`config.mk`:
```
export PLATFORM = sky130hd
export DESIGN_NAME = itcam_lookup
export DESIGN_NICKNAME = d
export VERILOG_FILES = /design/src/rtl/itcam_pkg.sv /design/src/rtl/prio_pick.sv /design/src/rtl/tcam_match.sv /design/src/rtl/itcam_lookup.sv
export SDC_FILE = /design/constraint.sdc
export NUM_CORES = 1
export LEC_CHECK = 0
export BUFFER_PORTS_ARGS = -buffer_cell sky130_fd_sc_hd__buf_4
export CAP_MARGIN = 20
export CORE_MARGIN = 3
export CORE_UTILIZATION = 60
export CTS_BUF_LIST = sky130_fd_sc_hd__clkbuf_8
export DETAILED_ROUTE_END_ITERATION = 6
export PLACE_DENSITY = 0.84
export SLEW_MARGIN = 20
export SYNTH_ARGS = -nofsm -noshare
export SYNTH_HDL_FRONTEND = slang
export SYNTH_HIERARCHICAL = 1
export SYNTH_SLANG_ARGS = --single-unit
```
`constraint.sdc`:
```
create_clock -name clk -period 5.76 [get_ports clk]
set_clock_uncertainty 0.1 [all_clocks]
set_input_delay 1.152 -clock clk [delete_from_list [all_inputs] [get_ports clk]]
set_output_delay 1.152 -clock clk [all_outputs]
set_load 0.005 [all_outputs]
```
`src/rtl/itcam_pkg.sv`:
```
`timescale 1ns/1ps
package itcam_pkg;
    localparam int DEF_KEY_W     = 8;
    localparam int DEF_IDX_ROWS  = 4;
    localparam int DEF_DATA_ROWS = 16;
    localparam int DEF_HOP_W     = 8;

    // row-address width that stays legal for a single-row table
    function automatic int addr_w(input int rows);
        return (rows > 1) ? $clog2(rows) : 1;
    endfunction
endpackage

```
`src/rtl/prio_pick.sv`:
```
`timescale 1ns/1ps
module prio_pick #(
    parameter int N  = 4,
    parameter int IW = itcam_pkg::addr_w(N)
) (
    input  logic [N-1:0]  req,
    output logic          any,
    output logic [IW-1:0] first
);
    logic [N-1:0] grant;

    always_comb begin
        first = '0;
        for (int i = N - 1; i >= 0; i--) begin
            if (req[i]) first = IW'(i);
        end
        any   = |req;
        grant = req & (~req + N'(1));
    end

    // lowest set request and the isolated-bit grant must agree
    always_comb begin
        assert_grant_onehot_R5: assert ($onehot0(grant));
        if (any) assert_first_lowest_R5: assert (grant[first]);
    end
endmodule

```
`src/rtl/tcam_match.sv`:
```
`timescale 1ns/1ps
module tcam_match #(
    parameter int ROWS   = 4,
    parameter int W      = 8,
    parameter int BASE_W = 2,
    parameter int LEN_W  = 3,
    parameter int IW     = itcam_pkg::addr_w(ROWS)
) (
    input  logic [ROWS-1:0][W-1:0] ent_val,
    input  logic [ROWS-1:0][W-1:0] ent_care,
    input  logic [ROWS-1:0]        ent_vld,
    input  logic [W-1:0]           key,
    input  logic [BASE_W-1:0]      win_base,
    input  logic [LEN_W-1:0]       win_len,
    output logic                   hit,
    output logic [IW-1:0]          row
);
    logic [ROWS-1:0] line;

    for (genvar r = 0; r < ROWS; r++) begin : g_row
        logic in_win;
        assign in_win  = (r >= int'(win_base)) && (r < int'(win_base) + int'(win_len));
        assign line[r] = ent_vld[r] && in_win && (((key ^ ent_val[r]) & ent_care[r]) == '0);
    end

    prio_pick #(.N(ROWS), .IW(IW)) u_pick (
        .req   (line),
        .any   (hit),
        .first (row)
    );

    // winner always lies inside the enabled window
    always_comb begin
        if (hit) assert_hit_in_window_R4:
            assert (int'(row) >= int'(win_base) && int'(row) < int'(win_base) + int'(win_len));
    end
endmodule

```
`src/rtl/itcam_lookup.sv`:
```
`timescale 1ns/1ps
module itcam_lookup #(
    parameter int KEY_W     = itcam_pkg::DEF_KEY_W,
    parameter int IDX_ROWS  = itcam_pkg::DEF_IDX_ROWS,
    parameter int DATA_ROWS = itcam_pkg::DEF_DATA_ROWS,
    parameter int HOP_W     = itcam_pkg::DEF_HOP_W,
    localparam int IXW      = itcam_pkg::addr_w(IDX_ROWS),
    localparam int DXW      = itcam_pkg::addr_w(DATA_ROWS),
    localparam int LEN_W    = $clog2(DATA_ROWS + 1),
    localparam int CNT_W    = $clog2(IDX_ROWS + DATA_ROWS + 1)
) (
    input  logic             clk,
    input  logic             rst,
    input  logic             req_valid,
    input  logic [KEY_W-1:0] req_key,
    input  logic             ix_wr_en,
    input  logic [IXW-1:0]   ix_wr_row,
    input  logic             ix_wr_valid,
    input  logic [KEY_W-1:0] ix_wr_value,
    input  logic [KEY_W-1:0] ix_wr_care,
    input  logic [DXW-1:0]   ix_wr_base,
    input  logic [LEN_W-1:0] ix_wr_len,
    input  logic             dt_wr_en,
    input  logic [DXW-1:0]   dt_wr_row,
    input  logic             dt_wr_valid,
    input  logic [KEY_W-1:0] dt_wr_value,
    input  logic [KEY_W-1:0] dt_wr_care,
    input  logic [HOP_W-1:0] dt_wr_hop,
    output logic             res_valid,
    output logic             res_hit,
    output logic [HOP_W-1:0] res_hop,
    output logic [CNT_W-1:0] res_cnt
);
    localparam int IXL_W = $clog2(IDX_ROWS + 1);

    typedef struct packed {
        logic [IDX_ROWS-1:0]             ix_vld;
        logic [IDX_ROWS-1:0][KEY_W-1:0]  ix_val;
        logic [IDX_ROWS-1:0][KEY_W-1:0]  ix_care;
        logic [IDX_ROWS-1:0][DXW-1:0]    ix_base;
        logic [IDX_ROWS-1:0][LEN_W-1:0]  ix_len;
        logic [DATA_ROWS-1:0]            dt_vld;
        logic [DATA_ROWS-1:0][KEY_W-1:0] dt_val;
        logic [DATA_ROWS-1:0][KEY_W-1:0] dt_care;
        logic [DATA_ROWS-1:0][HOP_W-1:0] dt_hop;
        logic                            s1_valid;
        logic [KEY_W-1:0]                s1_key;
        logic                            s1_ihit;
        logic [DXW-1:0]                  s1_base;
        logic [LEN_W-1:0]                s1_len;
        logic                            o_valid;
        logic                            o_hit;
        logic [HOP_W-1:0]                o_hop;
        logic [CNT_W-1:0]                o_cnt;
    } state_t;

    state_t st_d, st_q;

    logic           ix_hit, dt_hit;
    logic [IXW-1:0] ix_row;
    logic [DXW-1:0] dt_row;
    logic [LEN_W-1:0] dt_len;

    // stage 1: whole index table, always enabled
    tcam_match #(.ROWS(IDX_ROWS), .W(KEY_W), .BASE_W(1), .LEN_W(IXL_W), .IW(IXW)) u_ix (
        .ent_val  (st_q.ix_val),
        .ent_care (st_q.ix_care),
        .ent_vld  (st_q.ix_vld),
        .key      (req_key),
        .win_base (1'b0),
        .win_len  (IXL_W'(IDX_ROWS)),
        .hit      (ix_hit),
        .row      (ix_row)
    );

    // stage 2: only the partition named by the index descriptor
    assign dt_len = st_q.s1_ihit ? st_q.s1_len : '0;

    tcam_match #(.ROWS(DATA_ROWS), .W(KEY_W), .BASE_W(DXW), .LEN_W(LEN_W), .IW(DXW)) u_dt (
        .ent_val  (st_q.dt_val),
        .ent_care (st_q.dt_care),
        .ent_vld  (st_q.dt_vld),
        .key      (st_q.s1_key),
        .win_base (st_q.s1_base),
        .win_len  (dt_len),
        .hit      (dt_hit),
        .row      (dt_row)
    );

    always_comb begin
        st_d = st_q;
        if (ix_wr_en) begin
            st_d.ix_vld[ix_wr_row]  = ix_wr_valid;
            st_d.ix_val[ix_wr_row]  = ix_wr_value;
            st_d.ix_care[ix_wr_row] = ix_wr_care;
            st_d.ix_base[ix_wr_row] = ix_wr_base;
            st_d.ix_len[ix_wr_row]  = ix_wr_len;
        end
        if (dt_wr_en) begin
            st_d.dt_vld[dt_wr_row]  = dt_wr_valid;
            st_d.dt_val[dt_wr_row]  = dt_wr_value;
            st_d.dt_care[dt_wr_row] = dt_wr_care;
            st_d.dt_hop[dt_wr_row]  = dt_wr_hop;
        end
        st_d.s1_valid = req_valid;
        st_d.s1_key   = req_key;
        st_d.s1_ihit  = req_valid && ix_hit;
        st_d.s1_base  = st_q.ix_base[ix_row];
        st_d.s1_len   = st_q.ix_len[ix_row];
        st_d.o_valid  = st_q.s1_valid;
        st_d.o_hit    = st_q.s1_valid && st_q.s1_ihit && dt_hit;
        st_d.o_hop    = st_d.o_hit ? st_q.dt_hop[dt_row] : '0;
        st_d.o_cnt    = CNT_W'(IDX_ROWS) + (st_q.s1_ihit ? CNT_W'(st_q.s1_len) : '0);
    end

    always_ff @(posedge clk) begin
        if (rst) st_q <= '0;
        else     st_q <= st_d;
    end

    assign res_valid = st_q.o_valid;
    assign res_hit   = st_q.o_hit;
    assign res_hop   = st_q.o_hop;
    assign res_cnt   = st_q.o_cnt;

    assert_latency_R2: assert property (@(posedge clk) disable iff (rst)
        res_valid == ($past(req_valid && !rst, 2) && !$past(rst, 1)));
    assert_hit_needs_valid_R5: assert property (@(posedge clk) disable iff (rst)
        res_hit |-> res_valid);
    assert_miss_hop_zero_R7: assert property (@(posedge clk) disable iff (rst)
        (res_valid && !res_hit) |-> res_hop == '0);
    assert_cnt_floor_R8: assert property (@(posedge clk) disable iff (rst)
        res_valid |-> (int'(res_cnt) >= IDX_ROWS && int'(res_cnt) <= IDX_ROWS + DATA_ROWS));
endmodule

```
=== Word-level counts from Yosys, hierarchy flattened ===
Index checks and enable logic that the tools add are counted.

* Register bits: 538
* Bits in latches: 0
* Bits in writable memories: 0
* Memory bits (read-only): 0
* Input port bits: 70
* Output and inout port bits: 15
* Word-level logic and storage cells: 282
* Memories kept: 0

* Add/subtract/negate cells: 2
* Multiply operators: 0
* Div/mod/pow operators: 0
* $lt $le $gt $ge: 37
* Equal/unequal tests: 0
* Shift-type cells: 0
* Multiplexer cells: 48
* Bitwise gates (word level): 41
* Reductions and logical operators: 79

{| class="wikitable"
|+ Operators with widths
! operator !! number
|-
| bitwise mux 128 bit || 3
|-
| less-than comparator 5 x 32 -> 1 bit, first input constant || 8
|-
| AND 8 bit || 20
|-
| zero test 8 bit || 20
|-
| XOR 8 bit || 20
|-
| less-than comparator 4 x 32 -> 1 bit, first input constant || 4
|-
| two-way mux 4 bit || 18
|-
| bitwise mux 32 bit || 2
|-
| less-than comparator 3 x 32 -> 1 bit, first input constant || 2
|-
| logical AND 1 bit || 56
|-
| binary-select mux 8 bit (select 4 bit) || 1
|-
| bitwise mux 16 bit || 2
|-
| demux 8 bit (select 4 bit) || 1
|-
| greater-or-equal comparator 4 bit, first input constant || 7
|-
| two-way mux 8 bit || 3
|-
| bitwise mux 20 bit || 1
|-
| demux 8 bit (select 2 bit) || 1
|-
| greater-or-equal comparator 3 x 4 -> 1 bit, first input constant || 4
|-
| OR reduction 16 bit || 1
|-
| two-way mux 5 bit || 3
|-
| less-than comparator 1 x 6 -> 1 bit, first input constant || 2
|-
| binary-select mux 5 bit (select 2 bit) || 1
|-
| demux 5 bit (select 2 bit) || 1
|-
| less-than comparator 4 x 5 -> 1 bit, second input constant || 2
|-
| other kinds (17) || 24
|}

=== Depth between registers and ports, before layout ===
* Depth after elaboration: 23
* Depth in mapped cells: 18
* Mapped depth without buffers: 16

=== Modules after synthesis ===
Netlist, hierarchy kept.

{| class="wikitable"
|+ Modules (own cells, without submodules)
! module !! times used !! cells each !! area each (sq um) !! seq. area each (sq um)
|-
| itcam_lookup || 1 || 2533 || 21275.4 || 10770.3
|-
| tcam_match at u_dt || 1 || 291 || 2358.5 || 0.0
|-
| tcam_match at u_ix || 1 || 68 || 518.0 || 0.0
|-
| prio_pick at u_dt.u_pick || 1 || 34 || 176.4 || 0.0
|-
| prio_pick at u_ix.u_pick || 1 || 7 || 35.0 || 0.0
|}

=== Worst setup path after synthesis ===
Ideal clock, no wire load.

* Path kind: reg-to-reg
* Start point: register st_q[21] (netlist bit)
* End point: register st_q (netlist bit res_hop[0])
* Library setup time: 0.136 ns
* Data arrival time: 3.951 ns
* Required time: 5.524 ns
* Setup slack: 1.573 ns
* Cell stages (with the launch flop): 17
* Path buffers: 2
* Period minus slack after synthesis: 4.187 ns
* Path through: dfxtp_1 > clkbuf_1 > inv_1 > fa_1 > nand2b_1 > a211o_2 > a21oi_2 > a31o_2 > a211oi_1 > inv_1 > a21oi_1 > o311a_1 > o22ai_1 > buf_4 > mux4_2 > mux2i_1 > o221ai_1

* Longest elaborated chain between the ends: 22
* Elaborated cells between the ends (all ways): 101
* Classes of those cells: add/sub (1); order compare (31); mux (18); bitwise (1); reduce/logical (50)

{| class="wikitable"
|+ Ends and longest elaborated chain
! item !! RTL line !! source
|-
| from (decl) || itcam_lookup.sv:57 || <nowiki>state_t st_d, st_q;</nowiki>
|-
| from (signal assigned) || itcam_lookup.sv:118 || <nowiki>else st_q <= st_d;</nowiki>
|-
| adder 4 x 5 -> 6 bit || tcam_match.sv:22 || <nowiki>assign in_win = (r >= int'(win_base)) && (r < int'(win_base) + int'(win_len));</nowiki>
|-
| less-than comparator 5 x 32 -> 1 bit || tcam_match.sv:22 ||
|-
| logical AND 1 bit (*) || tcam_match.sv:22 ||
|-
| logical AND 1 bit (*) (2 in series) || tcam_match.sv:23 || <nowiki>assign line[r] = ent_vld[r] && in_win && (((key ^ ent_val[r]) & ent_care[r]) == '0);</nowiki>
|-
| named net u_dt.line[14] || tcam_match.sv:18 || <nowiki>logic [ROWS-1:0] line;</nowiki>
|-
| two-way mux 4 bit (*) (15 in series) || prio_pick.sv:15 || <nowiki>if (req[i]) first = IW'(i);</nowiki>
|-
| named net dt_row[0] || itcam_lookup.sv:61 || <nowiki>logic [DXW-1:0] dt_row;</nowiki>
|-
| binary-select mux 8 bit (select 4 bit) (*) || itcam_lookup.sv:112 || <nowiki>st_d.o_hop = st_d.o_hit ? st_q.dt_hop[dt_row] : '0;</nowiki>
|-
| two-way mux 8 bit (not written as such) (*) || itcam_lookup.sv:112 ||
|}

Mark *: on every way through the listed nets, which the timed path passes. The rest lies on a longest branch. The select of a mux whose other input is x is not followed.
A chain may end at the register's enable or synchronous reset.

=== Worst setup path in the final report ===
* Start point: register st_q[20] (netlist bit)
* End point: register st_q (netlist bit res_hop[7])

The elaborated chain is that of the path after synthesis.

==> impl_metrics.env <==
export IMPL_count_of_hold_fix_buffers_inserted_at_cts=0
export IMPL_numCtsBuffers=87
export IMPL_clk_insertion_delay_late_ns=0.67
export IMPL_grt_first_pass_wirelength_mm=113
export IMPL_final_antenna_net_count=0
export IMPL_final_layout_size_suffix_gt1_frac=0.117
export IMPL_path_buf_inv=3
export IMPL_worstSetupStartpointType="flop"
export IMPL_finalCritPeriodShare=0.910
export IMPL_cp_max_fo=19
export IMPL_synth_cell_types=64
export IMPL_drt_first_iter_violations=3056
export IMPL_cap_viol_max_count=0
export IMPL_grt_pass1_vias=21500
export IMPL_maxClockFrequency_mhz=191
export IMPL_yosys_warnings=6
export IMPL_globalRouteOverflowTotal=0
export IMPL_worstHoldPathType="reg2reg"
export IMPL_diodes=0
export IMPL_antenna_found_initial=1
export IMPL_cp_slowest_stage_delay_ns=0.78
export IMPL_cts_resized_gates=0
export IMPL_yosys_area_top_type_share=0.442
export IMPL_commonest_non_fill_non_tap_cell_in_the_layout="sky130_fd_sc_hd__dfxtp_1"
export IMPL_pin_count=85
export IMPL_setup_tns_ns=0
export IMPL_dp_cells=3235
export IMPL_synth_top_cells_by_area="sky130_fd_sc_hd__dfxtp_1 44%, sky130_fd_sc_hd__a21oi_1 11%, sky130_fd_sc_hd__nand3_1 8.5%, sky130_fd_sc_hd__o21ai_0 7.3%, sky130_fd_sc_hd__xor2_1 5.8%"
export IMPL_cellPowerDensity_mw_per_mm2=299
export IMPL_critical_path_most_common_cell="sky130_fd_sc_hd__inv_1"
export IMPL_sequential_cell_area_mm2=0.0108
export IMPL_postLayoutCellArea_mm2=0.0263
export IMPL_rsz0062_at_grt="no"
export IMPL_preCtsSetupSlack_ns=0.562
export IMPL_synth_main_ff_cell="sky130_fd_sc_hd__dfxtp_1"
export IMPL_tritoncts="built"
export IMPL_cts_repair_timing_setup_buffer_count=0
export IMPL_fin_cells=3389
export IMPL_area_growth_from_synthesis_to_final_layout_pct=7.91
export IMPL_power_switching_share=0.262
export IMPL_worst_ir_drop_vdd_mv=0.217
export IMPL_placedInstanceArea_mm2=0.0244
export IMPL_critPathTopFamily="compound AO/OA/AOI/OAI gates"
export IMPL_buffer_depth_of_the_longest_clock_path=3
export IMPL_total_power_mw=7.85
export IMPL_p_comb_frac=0.079
export IMPL_die_h_um=208
export IMPL_synth_seq_area_share=0.442
export IMPL_power_share_sequential=0.488
export IMPL_synthesis_instances=2933
export IMPL_cp_depth=16
export IMPL_avgViaCountPerCell=6.64
export IMPL_leakage_nw=9.19
export IMPL_dieArea_mm2=0.0431
export IMPL_hpwl_mm=41.9
export IMPL_fraction_of_registers_with_async_set_or_reset_after_synthesis=0
export IMPL_outcome="finished, violations left"
export IMPL_number_of_inserted_filler_cells_in_the_final_layout=3116
export IMPL_gp_routability_congestion=0.914
export IMPL_clock_root_buffer="sky130_fd_sc_hd__clkbuf_8"
export IMPL_final_cell_mix="538 x sky130_fd_sc_hd__dfxtp_1, 521 x sky130_fd_sc_hd__a21oi_1, 414 x sky130_fd_sc_hd__nand3_1"
export IMPL_num_rows=73
export IMPL_total_vias_in_the_final_route=22500
export IMPL_routed_wirelength_mm=72.6
export IMPL_worst_setup_path_type="reg2reg"
export IMPL_buffer_ports_inserted=84
export IMPL_die_x_um=208
export IMPL_drcViolationCount=4
export IMPL_mapped_avg_cell_area_um2=8.31
export IMPL_synth_edff_count=0
export IMPL_synth_seq_cells=538
export IMPL_core_mm2=0.0399
export IMPL_combined_area_of_the_multi_input_logic_cells_mm2=0.0120
export IMPL_syn_area_mm2=0.0244
export IMPL_track_usage=0.318
export IMPL_violations="DRC"
export IMPL_power_share_clock=0.432
export IMPL_tritoncts_num_sinks=538
export IMPL_worst_path_cell_trace="ha_1, inv_1, fa_1, nand2b_1, a211o_2, a21oi_2, a31o_2, a211oi_1, inv_1, a21oi_1, o311a_1, o22ai_4, buf_4, mux4_2, nand4b_1, o221ai_1"
export IMPL_grt_start_max_net_pins=220
export IMPL_avgRoutedWirePerCell_um=21.4
export IMPL_timing_critical_path_slowest_stage_cell="sky130_fd_sc_hd__o22ai_4"
export IMPL_dr_pass1_iters=7
export IMPL_worst_slack_ns=0.516
export IMPL_slew_violations=0
export IMPL_endpoints_failing_hold=0
export IMPL_max_slew_margin_rel=0.215
export IMPL_max_slew_worst_pin_slew_ns=1.18
export IMPL_initial_utilization=0.610
export IMPL_timing_reg2reg_worst_path_depth=16
export IMPL_min_cycle_time_layout_ns=5.24
export IMPL_holdPathStages=2
export IMPL_cp_required_ns=6.17
export IMPL_worst_endpoint_arrival_ns=5.65
export IMPL_setup_violations=0
export IMPL_critical_path_endpoint_type="flop"
export IMPL_synth_largest_area_cell="sky130_fd_sc_hd__dfxtp_1"
export IMPL_cts_reportedPaths_clkPinSlew_ns=0.06
export IMPL_max_h_tree_level=3
export IMPL_layout_nets=2879
export IMPL_power_report_internal_total_mw=5.80
export IMPL_netSwitchingPower_mw=2.06
-- flip-flops by register name, indices dropped and copies added, names as in the netlist --
signal     cells
res_cnt        5
res_hit        1
res_hop        8
res_valid      1
st_d           1
st_q         522
-- path summary, 6_finish.rpt --
| kind | from | end | slack [ns] |
|---|---|---|---|
| max | st_q[20] | res_hop[7] | 0.52 |
| min | st_q[440] | st_q[440] | 0.35 |
| max reg2reg | st_q[20] | res_hop[7] | 0.52 |
| min reg2reg | st_q[440] | st_q[440] | 0.35 |
-- Yosys cell counts, types with 3 or more instances --
| library cell | instances |
|---|---|
| sky130_fd_sc_hd__a222oi_1 | 19 |
| sky130_fd_sc_hd__clkbuf_1 | 185 |
| sky130_fd_sc_hd__nand4b_1 | 10 |
| sky130_fd_sc_hd__nor2_1 | 20 |
| sky130_fd_sc_hd__nand3_1 | 415 |
| sky130_fd_sc_hd__nor3b_2 | 3 |
| sky130_fd_sc_hd__mux4_2 | 41 |
| sky130_fd_sc_hd__o21ai_1 | 50 |
| sky130_fd_sc_hd__a221oi_1 | 9 |
| sky130_fd_sc_hd__and3_1 | 5 |
| sky130_fd_sc_hd__xor2_1 | 161 |
| sky130_fd_sc_hd__a22o_1 | 9 |
| sky130_fd_sc_hd__a21oi_1 | 521 |
| sky130_fd_sc_hd__o21ai_0 | 355 |
| sky130_fd_sc_hd__ha_1 | 7 |
| sky130_fd_sc_hd__dfxtp_1 | 538 |
| sky130_fd_sc_hd__nand3b_1 | 7 |
| sky130_fd_sc_hd__nor3_1 | 3 |
| sky130_fd_sc_hd__buf_4 | 21 |
| sky130_fd_sc_hd__buf_1 | 15 |
| sky130_fd_sc_hd__a2111oi_2 | 4 |
| sky130_fd_sc_hd__nand2b_1 | 8 |
| sky130_fd_sc_hd__buf_2 | 119 |
| sky130_fd_sc_hd__and3b_1 | 6 |
| sky130_fd_sc_hd__a221oi_2 | 3 |
| sky130_fd_sc_hd__mux2i_1 | 8 |
| sky130_fd_sc_hd__and2_1 | 10 |
| sky130_fd_sc_hd__nor2b_1 | 26 |
| sky130_fd_sc_hd__a22oi_1 | 22 |
| sky130_fd_sc_hd__buf_6 | 12 |
| sky130_fd_sc_hd__o221ai_1 | 8 |
| sky130_fd_sc_hd__clkbuf_2 | 3 |
| sky130_fd_sc_hd__a211oi_1 | 4 |
| sky130_fd_sc_hd__nand4_1 | 12 |
| sky130_fd_sc_hd__inv_1 | 16 |
| sky130_fd_sc_hd__nand2_1 | 238 |
-- stage by stage --
stage / hold slack [ns] / util
final: 0.352 / 0.659
after global routing: 0.370 / 0.659
after CTS: 0.355 / 0.658
after detailed placement: 0.347 / 0.612
after global placement: 0.339 / 0.612
after floorplan: 0.330 / -
-- tightest hold or removal path, cell delays in order (launching register included) --
cell and delay, ns:
sky130_fd_sc_hd__dfxtp_1 0.31, sky130_fd_sc_hd__nand2_1 0.05, sky130_fd_sc_hd__a21oi_1 0.05
-- cell families after synthesis --
| kind of cell | count (synthesis) | share of synthesized area |
|---|---|---|
| xor gates and xnor gates | 163 | 0.0586 |
| muxes | 49 | 0.0412 |
| adders and majority gates | 8 | 0.00442 |
| buffers and inverters | 371 | 0.0704 |
| other | 2 | 0.000308 |
| AOI/OAI and AO/OA | 1023 | 0.227 |
| DFF | 538 | 0.442 |
| and+or+nand+nor | 779 | 0.156 |
-- power groups by stage --
stage	clock network [mW]	registers [mW]	logic (mW)
CTS	3.42	3.83	0.599
floorplan	0	3.89	0.420
global placement	0	3.91	0.581
finish	3.40	3.84	0.621
detailed placement	0	3.91	0.596
global route	3.59	3.84	0.658
-- cell type report --
| type | instances | share of cell area |
|---|---|---|
| Multi-Input combinational cell | 2029 | 0.456 |
| Sequential cell | 538 | 0.410 |
| Clock buffer | 109 | 0.0571 |
| Timing Repair Buffer | 129 | 0.0385 |
| Tap cell | 525 | 0.0250 |
| Clock inverter | 43 | 0.0117 |
| Inverter | 16 | 0.00228 |
-- per-layer routing --
metal,share of wire,vias to the layer above,GRT usage
met5,0,-,0
met4,0.055,0,0.174
met3,0.11,316,0.0734
met2,0.47,1453,0.522
met1,0.37,10600,0.390
li1,-,10100,-
(Power assumes the default switching activity.)
